File: src/rtl/csm_pkg.sv
package csm_pkg;
  // Extra bits carried by the internal sum: 85 < 2**7.
  localparam int unsigned GUARD_W    = 7;
  // Fractional bits removed at the end: denominator 256.
  localparam int unsigned FRAC_W     = 8;
  // Number of shift-and-add stages that build the constant.
  localparam int unsigned NUM_STAGES = 2;
  // The constant realised: (1 + 2**2) * (1 + 2**4) = 85.
  localparam int unsigned SCALE_NUM  = 85;

  function automatic int unsigned stage_shift(input int unsigned idx);
    // Stage 0 forms 5x, stage 1 forms 5x*17 = 85x.
    return (idx == 0) ? 2 : 4;
  endfunction
endpackage

File: src/rtl/csm_shift_add.sv
module csm_shift_add #(
  parameter int unsigned SUM_W = 23,
  parameter int unsigned SHIFT = 2
) (
  input  logic [SUM_W-1:0] term_in,
  output logic [SUM_W-1:0] sum_out
);
  // One adder: term + term shifted left.
  always_comb begin
    sum_out = term_in + (term_in << SHIFT);
  end
endmodule

File: src/rtl/csm_out_reg.sv
module csm_out_reg #(
  parameter int unsigned DATA_W = 16
) (
  input  logic              clk,
  input  logic              rst_n,
  input  logic              load_en,
  input  logic [DATA_W-1:0] load_data,
  output logic              q_valid,
  output logic [DATA_W-1:0] q_data
);
  logic [DATA_W-1:0] data_nxt;
  logic              valid_nxt;

  always_comb begin
    valid_nxt = load_en;
    data_nxt  = q_data;
    if (load_en) begin
      data_nxt = load_data;
    end
  end

  always_ff @(posedge clk or negedge rst_n) begin
    if (!rst_n) begin
      q_valid <= 1'b0;
      q_data  <= '0;
    end else begin
      q_valid <= valid_nxt;
      q_data  <= data_nxt;
    end
  end
endmodule

File: src/rtl/csm_third_scaler.sv
module csm_third_scaler #(
  parameter int unsigned DATA_W = 16
) (
  input  logic              clk,
  input  logic              rst_n,
  input  logic              in_valid,
  input  logic [DATA_W-1:0] in_data,
  output logic              out_valid,
  output logic [DATA_W-1:0] out_data
);
  import csm_pkg::*;

  localparam int unsigned SUM_W = DATA_W + GUARD_W;

  logic [SUM_W-1:0]  stage_val [NUM_STAGES+1];
  logic [SUM_W-1:0]  scaled_full;
  logic [DATA_W-1:0] scaled;

  assign stage_val[0] = SUM_W'(in_data);

  for (genvar g = 0; g < NUM_STAGES; g++) begin : g_stage
    csm_shift_add #(
      .SUM_W (SUM_W),
      .SHIFT (stage_shift(g))
    ) i_stage (
      .term_in (stage_val[g]),
      .sum_out (stage_val[g+1])
    );
  end

  always_comb begin
    scaled_full = stage_val[NUM_STAGES] >> FRAC_W;
    scaled      = scaled_full[DATA_W-1:0];
  end

  csm_out_reg #(
    .DATA_W (DATA_W)
  ) i_out_reg (
    .clk       (clk),
    .rst_n     (rst_n),
    .load_en   (in_valid),
    .load_data (scaled),
    .q_valid   (out_valid),
    .q_data    (out_data)
  );
endmodule

File: config.mk
export PLATFORM = sky130hd
export DESIGN_NAME = csm_third_scaler
export DESIGN_NICKNAME = d
export VERILOG_FILES = /design/src/rtl/csm_pkg.sv /design/src/rtl/csm_shift_add.sv /design/src/rtl/csm_out_reg.sv /design/src/rtl/csm_third_scaler.sv
export SDC_FILE = /design/constraint.sdc
export NUM_CORES = 1
export LEC_CHECK = 0
export ABC_AREA = 0
export BUFFER_PORTS_ARGS = -buffer_cell sky130_fd_sc_hd__buf_2
export CAP_MARGIN = 30
export CORE_ASPECT_RATIO = 1.75
export CORE_MARGIN = 2
export CORE_UTILIZATION = 59
export CTS_BUF_LIST = sky130_fd_sc_hd__clkbuf_16
export DETAILED_ROUTE_END_ITERATION = 16
export MAX_ROUTING_LAYER = met4
export PLACE_DENSITY = 0.89
export SYNTH_ARGS = -nofsm -noshare
export SYNTH_HDL_FRONTEND = slang
export SYNTH_HIERARCHICAL = 1
export SYNTH_SLANG_ARGS = --single-unit
export TNS_END_PERCENT = 100
File: constraint.sdc
create_clock -name clk -period 1 [get_ports clk]
set_input_delay 0 -clock clk [delete_from_list [all_inputs] [get_ports clk]]
set_output_delay 0 -clock clk [all_outputs]
set_load 0.05 [all_outputs]
==> results_dict.tcl, run 1 <==
set metrics [dict create \
    stop_stage "clock tree synthesis" \
    postCtsSetupBuffers 25 \
    syn_inst 286 \
    syn_area_sq_um 2510 \
    initial_core_util 0.611 \
    hold_buffers 1 \
    fp.dieW_um 53.3 \
    dpl.hpwl_mm 6.64 \
    tool.error "[ERROR DPL-0038] Utilization greater than 100%, impossible to legalize" \
    rows 31 \
    die_h_um 90.3 \
    status "stopped before the end" \
    portBuffers 35 \
    cts-root-buf "clkbuf_16" \
    ys_warn_count 6 \
    clk_path_buf_depth 2 \
    syn_area_per_cell_sq_um 8.78 \
    numCtsBuffers 3 \
    post_cts_resized 88 \
    top_level_ports 36 \
    cts_htree_levels 1 \
    placed_cell_area_sq_um 3460 \
    gp_congestion 0.905 \
]
-- metrics by stage --
stage          setup TNS, ns  setup slack, ns  cells   util
2_1_floorplan         -23.38            -2.05    298      -
3_3_place_gp          -29.61            -2.23    462  0.841
3_5_place_dp          -32.62            -2.50    462  0.841
==> run 2: changes to the inputs <==
Settings changed: CORE_ASPECT_RATIO 1.75 to unset, CORE_UTILIZATION 59 to 40, CTS_BUF_LIST sky130_fd_sc_hd__clkbuf_16 to unset, MAX_ROUTING_LAYER met4 to unset, PLACE_DENSITY 0.89 to unset, PLACE_DENSITY_LB_ADDON set to 0.15.
==> run 2 against run 1 <==
Against the previous run:
- the flow now finishes, with violations (negative setup slack)
- synthesized cell count did not move
- area after synthesis did not move
==> results_dict.tcl, run 2 <==
set metrics [dict create \
    status "finished with violations" \
    violations "negative setup slack" \
    cts_htree_levels 1 \
    final_common_cell "buf_4" \
    worst-path-max-fanout 4 \
    crit_type "input pin to flip-flop" \
    initial_core_util 0.419 \
    grt_pass1_vias 2478 \
    gp_congestion 0.876 \
    reg_top3 "i_out_reg/q_data x16, i_out_reg/q_valid x1" \
    die_area_sq_um 6930 \
    overflow 0 \
    antenna_found_initial 0 \
    max_freq_mhz 341 \
    largest_reg_flops 16 \
    grt_max_degree 18 \
    remaining_drc_errors 0 \
    syn_area_sq_um 2510 \
    drive_gt1_frac 0.529 \
    hold_path_class "input pin to flip-flop" \
    fp.dieW_um 83.3 \
    clk_pin_slew_ns 0.06 \
    clkLatencyLatePin_ns 0.24 \
    start_kind "input pin" \
    layout_setup_ws_ns -1.94 \
    via_per_inst 4.99 \
    fill_cells 466 \
    cp-end-kind "flip-flop" \
    drtIter0Drc 63 \
    dpl.hpwl_mm 5.02 \
    grt_pass1_wl_mm 10.9 \
    cellLeakagePower_uw 0.00201 \
    layout.nets 502 \
    rsz0062_at_grt "true" \
    track_usage 0.178 \
    final_util 0.693 \
    rows 28 \
    syn_area_per_cell_sq_um 8.78 \
    powerDensity_nw_per_um2 2190 \
    clock_skew_ns 0 \
    regMostFlops "i_out_reg/q_data" \
    vias 2581 \
    die_h_um 83.3 \
    numCtsBuffers 3 \
    crit_required_ns 1.13 \
    antennaDiodeCount 0 \
    antenna_left 0 \
    ys_warn_count 6 \
    finalHoldViolCount 0 \
    p_total_uw 9120 \
    portBuffers 35 \
    drv_slew 0 \
    fin_crit_ns 2.94 \
    period_share 2.94 \
    clk_path_buf_depth 2 \
    core_area_sq_um 5990 \
    ir_drop_v 0.00227 \
    top_level_ports 36 \
    cap_violations 0 \
    area_delta_synth_final_pct 65.3 \
    postRouteWirelength_mm 6.42 \
    cts_tree "yes" \
    syn_inst 286 \
    wl_per_cell_um 12.4 \
    dr.pass1.iters 4 \
    cts-root-buf "clkbuf_8" \
    setup_viol 15 \
    clock_sinks 17 \
    most-common-layout-cells "buf_4 (102), buf_2 (31), ha_1 (27)" \
    arrival_ns 3.06 \
]
[run 2: critical path, cell delays in order]
cell and delay (ns):
buf_8 0.10, ha_4 0.15, fa_2 0.36, a21oi_2 0.15
o21a_1 0.16, o211ai_2 0.11, o21ai_2 0.22, o21bai_1 0.11
xor2_1 0.18, ha_1 0.36, buf_6 0.15, a21oi_2 0.10
o21ai_1 0.08, a211oi_2 0.23, buf_4 0.15, a21oi_2 0.05
xor2_1 0.14, mux2_4 0.25
[run 2: timing repair]
| action | in CTS | in global routing |
|---|---|---|
| setup buffers | 6 | 9 |
| gates resized for setup | 55 | 24 |
| endpoints found under the hold margin | 17 | 0 |
| hold buffers | 1 | 0 |
| setup endpoints to repair | 15 | 15 |
| pin swaps | 38 | 21 |
[run 2: layout make-up]
type	instances	area, sq um	area share
sequential	17	425	0.102
multi-input combinational	267	2480	0.597
inverter	9	33.8	0.00813
timing repair buffer	145	1070	0.259
tap	75	93.8	0.0226
clock buffer	4	45.0	0.0108
[run 2: path summary, 6_finish.rpt]
kind	from	to	slack (ns)	cells after the start
setup / recovery	in_data[0]	i_out_reg/q_data[11]	-1.94	18
hold / removal	in_valid	i_out_reg/q_valid	0.08	2
setup reg to reg	i_out_reg/q_data[14]	i_out_reg/q_data[14]	0.23	1
hold reg to reg	i_out_reg/q_data[0]	i_out_reg/q_data[0]	0.50	1
max in group asynchronous	rst_n	i_out_reg/q_data[9]	0.52	2
min in group asynchronous	rst_n	i_out_reg/q_data[0]	0.22	2
[run 2: stage by stage]
step                cell area [sq um]  cells  hold WS (ns)  setup TNS, ns  worst slack (ns)
finish                           4150    517        0.0817         -25.38             -1.94
CTS                              3930    508        0.0824         -24.36             -1.93
floorplan                        2620    298        -0.296         -23.38             -2.05
global placement                 3570    499       -0.0698         -30.16             -2.30
detailed placement               3570    499       -0.0661         -30.33             -2.35
global route                     4150    517        0.0803         -27.34             -2.10
[run 2: routing by layer]
| layer | share of wire | GRT usage | up-vias |
|---|---|---|---|
| met4 | 0.0051 | 0.0253 | 0 |
| met1 | 0.47 | 0.243 | 1169 |
| met3 | 0.031 | 0.0149 | 4 |
| li1 | - | - | 1361 |
| met5 | 0 | 0 | - |
| met2 | 0.49 | 0.312 | 47 |
[run 2: where the power goes]
group | switching [uW] | internal [uW] | total [uW]
combinational | 3810 | 3650 | 7460
clock | 195 | 281 | 477
sequential | 163 | 1020 | 1180
No activity file was read; power rests on OpenSTA's default activity.
